File: src/rtl/ir_tx_pkg.sv
package ir_tx_pkg;

    localparam int EMIT_N   = 4;
    localparam int SEL_W    = $clog2(EMIT_N);
    localparam int CODE_W   = 5;
    localparam int CODE_N   = 1 << CODE_W;
    localparam int DUR_W    = 7;
    localparam logic [CODE_W-1:0] CODE_RESET = 5'd9;   // 36 kHz

    // one queued interval
    typedef struct packed {
        logic             last;   // end-of-frame marker
        logic             space;  // 1 = space, 0 = mark
        logic [DUR_W-1:0] dur;    // ticks minus one
    } tx_entry_t;

    typedef struct packed {
        logic [SEL_W-1:0]  sel;
        logic              inv;
        logic [CODE_W-1:0] code;
    } tx_cfg_t;

    typedef enum logic {SQ_IDLE, SQ_PLAY} sq_state_t;

    function automatic int carrier_khz(input int code);
        return (code < 3) ? 58 + code : code + 27;
    endfunction

    function automatic int carrier_period(input int clk_khz, input int code);
        int f;
        f = carrier_khz(code);
        return (clk_khz + f / 2) / f;
    endfunction

endpackage

File: src/rtl/ir_tx_fifo.sv
module ir_tx_fifo
    import ir_tx_pkg::*;
#(
    parameter int DEPTH = 16
) (
    input  logic      clk,
    input  logic      rst,
    input  logic      push,
    input  tx_entry_t din,
    input  logic      pop,
    output tx_entry_t head,
    output logic      full,
    output logic      empty,
    output logic [$clog2(DEPTH+1)-1:0] count
);
    localparam int AW = $clog2(DEPTH);
    localparam int CW = $clog2(DEPTH + 1);

    tx_entry_t       mem [DEPTH];
    logic [AW-1:0]   wptr, rptr;
    logic            do_push, do_pop;

    assign full    = (count == CW'(DEPTH));
    assign empty   = (count == '0);
    assign do_push = push && !full;
    assign do_pop  = pop && !empty;
    assign head    = mem[rptr];

    always_ff @(posedge clk) begin
        if (rst) begin
            wptr  <= '0;
            rptr  <= '0;
            count <= '0;
        end else begin
            if (do_push) begin
                mem[wptr] <= din;
                wptr      <= (wptr == AW'(DEPTH - 1)) ? '0 : wptr + 1'b1;
            end
            if (do_pop)
                rptr <= (rptr == AW'(DEPTH - 1)) ? '0 : rptr + 1'b1;
            case ({do_push, do_pop})
                2'b10:   count <= count + 1'b1;
                2'b01:   count <= count - 1'b1;
                default: count <= count;
            endcase
        end
    end


    fifo_drop_chk: assert property (@(posedge clk) disable iff (rst)
        (full && push && !pop) |=> (count == CW'(DEPTH)));

endmodule

File: src/rtl/ir_tx_carrier.sv
module ir_tx_carrier
    import ir_tx_pkg::*;
#(
    parameter int CLK_KHZ  = 24000,
    parameter int PULSE_US = 7
) (
    input  logic              clk,
    input  logic              rst,
    input  logic [CODE_W-1:0] code,
    input  logic              restart,
    output logic              carrier_on
);
    localparam int CNT_W  = $clog2(CLK_KHZ / 30 + 2);
    localparam int HIGH_C = CLK_KHZ * PULSE_US / 1000;

    logic [CNT_W-1:0] period_lut [CODE_N];
    logic [CNT_W-1:0] cnt;
    logic [CNT_W-1:0] period;

    for (genvar c = 0; c < CODE_N; c++) begin : g_lut
        assign period_lut[c] = CNT_W'(carrier_period(CLK_KHZ, c));
    end

    assign period     = period_lut[code];
    assign carrier_on = (cnt < CNT_W'(HIGH_C));

    always_ff @(posedge clk) begin
        if (rst || restart)
            cnt <= '0;
        else if (cnt >= period - 1'b1)
            cnt <= '0;
        else
            cnt <= cnt + 1'b1;
    end


    mark_phase_chk: assert property (@(posedge clk) disable iff (rst)
        restart |=> carrier_on);

endmodule

File: src/rtl/ir_tx_sequencer.sv
module ir_tx_sequencer
    import ir_tx_pkg::*;
#(
    parameter int TICK_CYC = 240
) (
    input  logic      clk,
    input  logic      rst,
    input  tx_entry_t head,
    input  logic      q_empty,
    input  logic      ur_clr,
    output logic      pop,
    output logic      busy,
    output logic      mark,
    output logic      underrun
);
    localparam int PW = (TICK_CYC > 1) ? $clog2(TICK_CYC) : 1;

    sq_state_t        state;
    tx_entry_t        cur;
    logic [PW-1:0]    pre;
    logic [DUR_W-1:0] left;
    logic             tick_end, sym_end;

    assign busy     = (state == SQ_PLAY);
    assign mark     = busy && !cur.space;
    assign tick_end = busy && (pre == PW'(TICK_CYC - 1));
    assign sym_end  = tick_end && (left == '0);
    assign pop      = !q_empty && ((state == SQ_IDLE) || (sym_end && !cur.last));

    always_ff @(posedge clk) begin
        if (rst) begin
            state    <= SQ_IDLE;
            cur      <= '0;
            pre      <= '0;
            left     <= '0;
            underrun <= 1'b0;
        end else begin
            if (ur_clr)
                underrun <= 1'b0;
            if (pop) begin
                cur   <= head;
                left  <= head.dur;
                pre   <= '0;
                state <= SQ_PLAY;
            end else if (sym_end) begin
                state <= SQ_IDLE;
                if (!cur.last)
                    underrun <= 1'b1;
            end else if (tick_end) begin
                pre  <= '0;
                left <= left - 1'b1;
            end else if (busy) begin
                pre <= pre + 1'b1;
            end
        end
    end


    underrun_stop_chk: assert property (@(posedge clk) disable iff (rst)
        $rose(underrun) |-> !busy);


    frame_end_chk: assert property (@(posedge clk) disable iff (rst)
        (sym_end && cur.last) |=> (!busy && !$rose(underrun)));

endmodule

File: src/rtl/ir_burst_tx.sv
module ir_burst_tx
    import ir_tx_pkg::*;
#(
    parameter int CLK_KHZ  = 24000,
    parameter int PULSE_US = 7,
    parameter int DEPTH    = 16
) (
    input  logic              clk,
    input  logic              rst,
    input  logic              wr_en,
    input  logic [1:0]        wr_addr,
    input  logic [7:0]        wr_data,
    output logic [EMIT_N-1:0] ir_out,
    output logic              tx_low,
    output logic              tx_empty,
    output logic              tx_underrun,
    output logic              tx_busy
);
    localparam int TICK_CYC = CLK_KHZ / 100;
    localparam int CW       = $clog2(DEPTH + 1);
    localparam int LOW_MARK = 3;

    tx_cfg_t   cfg;
    tx_entry_t din, head;
    logic      eot_armed, push, pop, full, empty, ur_clr, mark, car_on;
    logic [CW-1:0] count;

    assign push   = wr_en && (wr_addr == 2'd0);
    assign ur_clr = wr_en && (wr_addr == 2'd1) && wr_data[1];
    assign din    = '{last: eot_armed, space: wr_data[7], dur: wr_data[DUR_W-1:0]};

    always_ff @(posedge clk) begin
        if (rst) begin
            cfg       <= '{sel: '0, inv: 1'b0, code: CODE_RESET};
            eot_armed <= 1'b0;
        end else begin
            if (wr_en && wr_addr == 2'd1 && wr_data[0])
                eot_armed <= 1'b1;
            else if (push && !full)
                eot_armed <= 1'b0;
            if (wr_en && wr_addr == 2'd2)
                cfg.code <= wr_data[CODE_W-1:0];
            if (wr_en && wr_addr == 2'd3) begin
                cfg.sel <= wr_data[SEL_W-1:0];
                cfg.inv <= wr_data[SEL_W];
            end
        end
    end

    ir_tx_fifo #(.DEPTH(DEPTH)) u_fifo (
        .clk, .rst, .push, .din, .pop, .head, .full, .empty, .count
    );

    ir_tx_sequencer #(.TICK_CYC(TICK_CYC)) u_seq (
        .clk, .rst, .head, .q_empty(empty), .ur_clr, .pop,
        .busy(tx_busy), .mark, .underrun(tx_underrun)
    );

    ir_tx_carrier #(.CLK_KHZ(CLK_KHZ), .PULSE_US(PULSE_US)) u_car (
        .clk, .rst, .code(cfg.code), .restart(pop), .carrier_on(car_on)
    );

    for (genvar i = 0; i < EMIT_N; i++) begin : g_emit
        assign ir_out[i] = ((cfg.sel == SEL_W'(i)) && mark && car_on) ^ cfg.inv;
    end

    assign tx_empty = empty;
    assign tx_low   = (count <= CW'(LOW_MARK));


    one_emitter_chk: assert property (@(posedge clk) disable iff (rst)
        $countones(ir_out ^ {EMIT_N{cfg.inv}}) <= 1);


    idle_level_chk: assert property (@(posedge clk) disable iff (rst)
        !tx_busy |-> (ir_out == {EMIT_N{cfg.inv}}));


    empty_low_chk: assert property (@(posedge clk) disable iff (rst)
        tx_empty |-> tx_low);

endmodule

File: config.mk
export PLATFORM = sky130hd
export DESIGN_NAME = ir_burst_tx
export DESIGN_NICKNAME = d
export VERILOG_FILES = /design/src/rtl/ir_tx_pkg.sv /design/src/rtl/ir_tx_fifo.sv /design/src/rtl/ir_tx_carrier.sv /design/src/rtl/ir_tx_sequencer.sv /design/src/rtl/ir_burst_tx.sv
export SDC_FILE = /design/constraint.sdc
export NUM_CORES = 1
export LEC_CHECK = 0
export BUFFER_PORTS_ARGS = -buffer_cell sky130_fd_sc_hd__buf_2
export CORE_AREA = 2 2 153 155
export CTS_BUF_LIST = sky130_fd_sc_hd__clkbuf_8
export DETAILED_ROUTE_END_ITERATION = 16
export DIE_AREA = 0 0 155 157
export GPL_TIMING_DRIVEN = 0
export HOLD_SLACK_MARGIN = 0.02
export PLACE_DENSITY = 0.54
export SYNTH_ARGS = -nofsm -noshare
export SYNTH_HDL_FRONTEND = slang
export SYNTH_SLANG_ARGS = --single-unit
export TNS_END_PERCENT = 50
File: constraint.sdc
create_clock -name clk -period 8 [get_ports clk]
set_input_delay 1.6 -clock clk [delete_from_list [all_inputs] [get_ports clk]]
set_output_delay 1.6 -clock clk [all_outputs]
set_load 0.02 [all_outputs]
* Yosys cells after proc, flatten, opt, wreduce, memory -nomap -nowiden
Memory sizes are Yosys's and may differ from the RTL's. A register that Yosys moved wholly into a read port is not among the register bits.
Cells that the tools add are included.
** Operators by class
- $add $sub $neg :: 8
- Order comparisons :: 4
- Equal/unequal tests :: 13
- Multiplexer cells :: 23
- Bitwise operators :: 7
- Reductions and logical operators :: 40
** Operators with widths (count)
- logical AND 1 bit :: 21
- 2-to-1 mux 7 bit :: 3
- 2-to-1 mux 10 bit :: 2
- 2-to-1 mux 4 bit :: 4
- 2-to-1 mux 8 bit :: 2
- 2-to-1 mux 1 bit :: 11
- adder 10 x 1 -> 10 bit, second input constant :: 1
- == test 2 bit, second input constant :: 5
- >= comparator 10 bit :: 1
- < comparator 10 x 8 -> 1 bit, second input constant :: 1
- case mux 5 bit (2 select lines) :: 1
- nonzero test 2 bit :: 5
- subtractor 10 x 1 -> 10 bit, second input constant :: 1
- adder 4 x 1 -> 4 bit, second input constant :: 2
- adder 8 x 1 -> 8 bit, second input constant :: 1
- == test 4 bit, second input constant :: 2
- == test 8 bit, second input constant :: 1
- logical NOT 7 bit :: 1
- subtractor 7 x 1 -> 7 bit, second input constant :: 1
- == test 2 x 1 -> 1 bit, second input constant :: 3
- >= comparator 6 bit, second input constant :: 1
- inverter 5 -> 6 bit :: 1
- adder 5 x 1 -> 5 bit, second input constant :: 1
- == test 5 bit, second input constant :: 1
- other kinds (11) :: 22
** Word-level totals
- Register bits :: 51
- Bits in writable memories :: 144
- Memory bits (read-only) :: 320
- Input port bits :: 13
- Output and inout bits :: 8
- Word-level logic and storage cells :: 111
- Memories kept :: 2
** Memory list
- (name not given) :: depth 32, bits a word 10, rd ports 1, clocked after Yosys merged registers in 0, wr ports 0, RTL line ir_tx_carrier.sv:24 : assign period = period_lut[code];
- u_fifo.mem :: depth 16, bits a word 9, rd ports 1, clocked after Yosys merged registers in 1, wr ports 1, RTL line ir_tx_fifo.sv:19 : tx_entry_t mem [DEPTH];

* Depth between registers and ports, before layout
- Depth in word-level cells :: 9
- Mapped depth :: 17
- Depth with buffers taken out :: 16

* Cells and area by module
Synthesis repeated with hierarchy kept, for this count alone.
** Second synthesis, totals
- Cells, all modules :: 685
- Area total of the unflattened synthesis :: 9298.9 um^2
** Modules (own cells, without submodules)
- ir_tx_fifo :: instances 1, cells an instance 340, area an instance 6399.9 um^2
- ir_tx_carrier :: instances 1, cells an instance 165, area an instance 1311.3 um^2
- ir_tx_sequencer :: instances 1, cells an instance 128, area an instance 1088.5 um^2
- ir_burst_tx :: instances 1, cells an instance 52, area an instance 499.2 um^2

* Least setup slack after synthesis
No wires, ideal clock.
- Path kind :: input to register
- Start point :: input wr_addr[1]
- End point :: memory u_fifo.mem[1][0] (netlist name) (enable)
- Setup time :: 0.389 ns
- Arrival :: 3.376 ns
- Data required time :: 7.611 ns
- Path slack :: 4.235 ns
- Stages on the path :: 5
- Path buffers :: 0
- Cells stage by stage :: nand2b_1 > a211oi_1 > inv_2 > or3_1 > nor3b_1
** Between the ends
- Word-level cells in the longest chain between the ends :: 6
** Ends and longest elaborated chain
- from (decl) :: RTL line ir_burst_tx.sv:11 : input logic [1:0] wr_addr,
- logical NOT 2 bit :: RTL line ir_burst_tx.sv:28 : assign push = wr_en && (wr_addr == 2'd0);
- logical AND 1 bit :: RTL line ir_burst_tx.sv:28
- logical AND 1 bit :: RTL line ir_tx_fifo.sv:25 : assign do_push = push && !full;
- 2-to-1 mux 1 bit :: RTL line ir_tx_fifo.sv:35 : if (do_push) begin
- 2-to-1 mux 1 bit :: RTL line ir_tx_fifo.sv:30 : if (rst) begin
- 2-to-1 mux 1 bit (implied by the code) :: RTL line ir_tx_fifo.sv:36 : mem[wptr] <= din;
- to (decl) :: RTL line ir_tx_fifo.sv:19
No other way between the ends.

* Worst setup path in the final report
- Start point :: register u_seq.state (netlist: u_seq.busy)
- End point :: output ir_out[0]
** Between the ends
- Word-level cells in the longest chain between the ends :: 4
** Ends and longest elaborated chain
- from (decl) :: RTL line ir_tx_sequencer.sv:18 : sq_state_t state;
- from (signal assigned) :: RTL line ir_tx_sequencer.sv:32 : state <= SQ_IDLE;
- from (signal assigned) :: RTL line ir_tx_sequencer.sv:44 : state <= SQ_PLAY;
- from (signal assigned) :: RTL line ir_tx_sequencer.sv:46 : state <= SQ_IDLE;
- logical AND 1 bit :: RTL line ir_tx_sequencer.sv:25 : assign mark = busy && !cur.space;
- logical AND 1 bit (2 in a row) :: RTL line ir_burst_tx.sv:64 : assign ir_out[i] = ((cfg.sel == SEL_W'(i)) && mark && car_on) ^ cfg.inv;
- XOR 1 bit :: RTL line ir_burst_tx.sv:64
- to (decl) :: RTL line ir_burst_tx.sv:13 : output logic [EMIT_N-1:0] ir_out,
No other way between the ends.

==> metrics.txt <==
Crit-path slowest cell nor4b_1; WP data arrival 2.41 ns; synthesized net count 713; logic gate share of total power 0.249; crit-path cells clkbuf_1 > nor4b_1 > nand2_1 > nor3_1 > xor2_1 > buf_2; Rows 55; Crit Path Category flop to output port; Sw Share 0.315; total of cells resized after clock tree synthesis 0; final slew viol count 0; Syn Std Cell Area 0.00897 mm^2; Area contributors post-synth edfxtp_1 (48%), dfxtp_1 (12%), mux4_2 (10%); Rel. slew slack 0.159; FF-to-FF setup slack 4.10 ns; Max Freq 249 MHz; drt first-iter violations 358; DRC Markers 0; Synth cell types 52; core area 0.0225 mm^2; WP buf/inv 2; Worst-Skew Late Latency 0.47 ns; H-tree levels 4; Critical R2R Capture u_car.cnt[2]$_SDFF_PP0_; Die Y 157 um; hold endpoint u_seq.underrun$_SDFF_PP0_; Synth-to-Final Area Change 10.6%; Routed Antenna Nets 0; Cells after DPL 978; crit end category output port; first-pass GRT wire length 31,100 um; Die Footprint 0.0243 mm^2; Clock power frac 0.261; final setup fails 0; Remaining Overflow, GRT 0; Reg area 0.00543 mm^2; main flop type after synthesis edfxtp_1; Place WS 3.61 ns; max incr delay on CP 0.47 ns; Period Utilization, post-route 0.502; Clock transition at path regs 0.10 ns; cts hold-fix bufs 0; hold_sp u_seq.underrun$_SDFF_PP0_; Setup TNS 0 ns; post-DR wirelength/cell 19.7 um; worst vdd ir 0.000126 V; Routability Congestion 0.779; HP Class flop to flop; crit path time final 4.01 ns; worst r2r path cells 16; Slew @ Worst Pin 1.26 ns; HPWL after DPL 13,800 um; Internal 0.00166 W; Post-CTS Setup Bufs 0; net switching power 0.000765 W; clk sink count 199; max cap viols 0; Multi-input gate area 0.00333 mm^2; Crit Path Max Fanout 10; sequential area share after synthesis 0.605; Fin. Hold Viols 0; CP top delay family simple AND/OR/NAND/NOR gates; Cells on Worst Hold Path 2; area leader, netlist edfxtp_1; Synth Register Bits 199; clock buffer depth 2; Worst R2R Start cfg[0]$_SDFFE_PP1P_; I/O pin count 21; CTS root buf clkbuf_8; worst setup margin 3.99 ns; final instance area 0.00992 mm^2; setup repair after global routing missed its margin false; syn avg cell area 13.4 um^2; total inserted antenna cells 0; Synth async-reset ratio 0; Setup Skew 0.0286 ns; gr usage total 0.171; DR vias 5,512; DR vias/cell 5.46; Chip Width 155 um; largest net degree at the start of global routing 20; Buffers on Ports 19; type of origin of the critical path flop; Final Hold Slack 0.470 ns; cts bufs inserted 17; vias in the first global route 5,548; final wirelength 19,900 um; Post-synth EDFFs 144; DP Area 0.00952 mm^2; WP data required 6.40 ns; DRT Pass-1 Iters 4; Initial Util 0.399; pwr/cell area 245 mW/mm^2; Flop pwr share 0.490; Syn Inst Count 668; antenna violations before repair 0; fin cells 1,010; status completed; Ys Warns 0; TritonCTS clock tree built; post-synth top area share 0.482; Final #Nets 757; leakage power 3.34 nW; fillers 2,086; share of layout cells above drive strength 1 0.171
-- per-stage QoR --
stage | util | power, W
2_1_floorplan | - | 0.00166
3_3_place_gp | 0.419 | 0.00180
3_5_place_dp | 0.423 | 0.00182
4_1_cts | 0.441 | 0.00246
5_1_grt | 0.441 | 0.00257
6_report | 0.441 | 0.00243
-- worst max path at each step --
stage	start	cells past startpoint	endpoint	slack, ns
2_1_floorplan	wr_addr[1]	5	u_fifo.mem[1][0]$_DFFE_PP_	4.24
3_3_place_gp	wr_addr[1]	6	u_fifo.mem[11][3]$_DFFE_PP_	2.82
3_5_place_dp	wr_addr[1]	7	u_fifo.mem[9][1]$_DFFE_PP_	3.61
4_1_cts	u_seq.busy$_SDFFE_PP0P_	6	ir_out[0]	3.92
5_1_grt	u_seq.busy$_SDFFE_PP0P_	6	ir_out[2]	3.71
6_report	u_seq.busy$_SDFFE_PP0P_	6	ir_out[0]	3.99
-- tightest hold or removal path, cell delays in order, from the launching register on --
cell and delay [ns]:
dfxtp_1 0.33, nand2_1 0.05, a21oi_1 0.05
-- power groups by stage --
stage | clock network (W) | logic (W) | registers, W
after floorplan | 0 | 0.000453 | 0.00120
final | 0.000635 | 0.000605 | 0.00119
after global placement | 0 | 0.000590 | 0.00121
after global routing | 0.000691 | 0.000677 | 0.00120
after CTS | 0.000655 | 0.000611 | 0.00119
after detailed placement | 0 | 0.000607 | 0.00121
-- per-layer routing --
metal / vias up / wire length (um) / track usage
met5: - / 0 / 0
met1: 2756 / 9130 / 0.226
met2: 137 / 9470 / 0.283
met3: 23 / 1040 / 0.0407
met4: 0 / 274 / 0.0463
li1: 2596 / - / -
-- cell usage in the layout (no fill, tap or decap), types with 5 or more instances in the layout --
master and n:
edfxtp_1 144, nor2_1 58, dfxtp_1 55, nand2_1 45, mux4_2 41, a21oi_1 38, ha_1 31, buf_2 29
inv_1 26, o21ai_0 22, xor2_1 18, nand3_1 18, clkbuf_1 18, clkbuf_8 17, a211oi_1 15, mux2i_1 14
nor2b_1 14, nor3_1 13, nand2b_1 10, xnor2_1 9, nand4_1 6, buf_6 6, or3_1 5
-- cells by family after synthesis --
group / after synthesis / synth area share
DFF: 199 / 0.605
and+or+nand+nor: 198 / 0.108
xor gates and xnor gates: 27 / 0.0264
muxes: 55 / 0.119
adders and majority gates: 32 / 0.0455
buffers and inverters: 58 / 0.0273
AOI/OAI and AO/OA: 99 / 0.0694
-- cell type report --
type / instances / share of cell area
Buffer: 32 / 0.0149
Clock buffer: 17 / 0.0236
Clock inverter: 15 / 0.0166
Timing Repair Buffer: 25 / 0.0164
Inverter: 26 / 0.00984
Multi-Input combinational cell: 411 / 0.336
Sequential cell: 199 / 0.547
Tap cell: 285 / 0.0359
-- state kept, by name, indices dropped and copies added (netlist names), named ones only --
| name | flops |
|---|---|
| eot_armed | 1 |
| u_seq.left | 7 |
| u_seq.underrun | 1 |
| u_fifo.wptr | 4 |
| u_seq.pre | 8 |
| u_fifo.count | 5 |
| u_fifo.rptr | 4 |
| u_seq.cur | 2 |
| cfg | 8 |
| u_fifo.mem | 144 |
| u_seq.busy | 1 |
| u_car.cnt | 10 |
-- Yosys cell counts (all sizes together), types with 3 or more instances --
master	count
inv	26
nor2b	14
edfxtp	144
and3	3
dfxtp	55
xor2	18
a21oi	38
clkbuf	18
buf	14
nand3	18
nor2	59
mux4	41
o21ai	22
a21o	4
ha	31
mux2i	14
nor3b	3
nor4	3
nor3	17
a211oi	15
nand4	6
nand2	47
and3b	3
nand2b	10
or3	5
nand3b	4
xnor2	9
No activity file was read; power rests on OpenSTA's default activity.
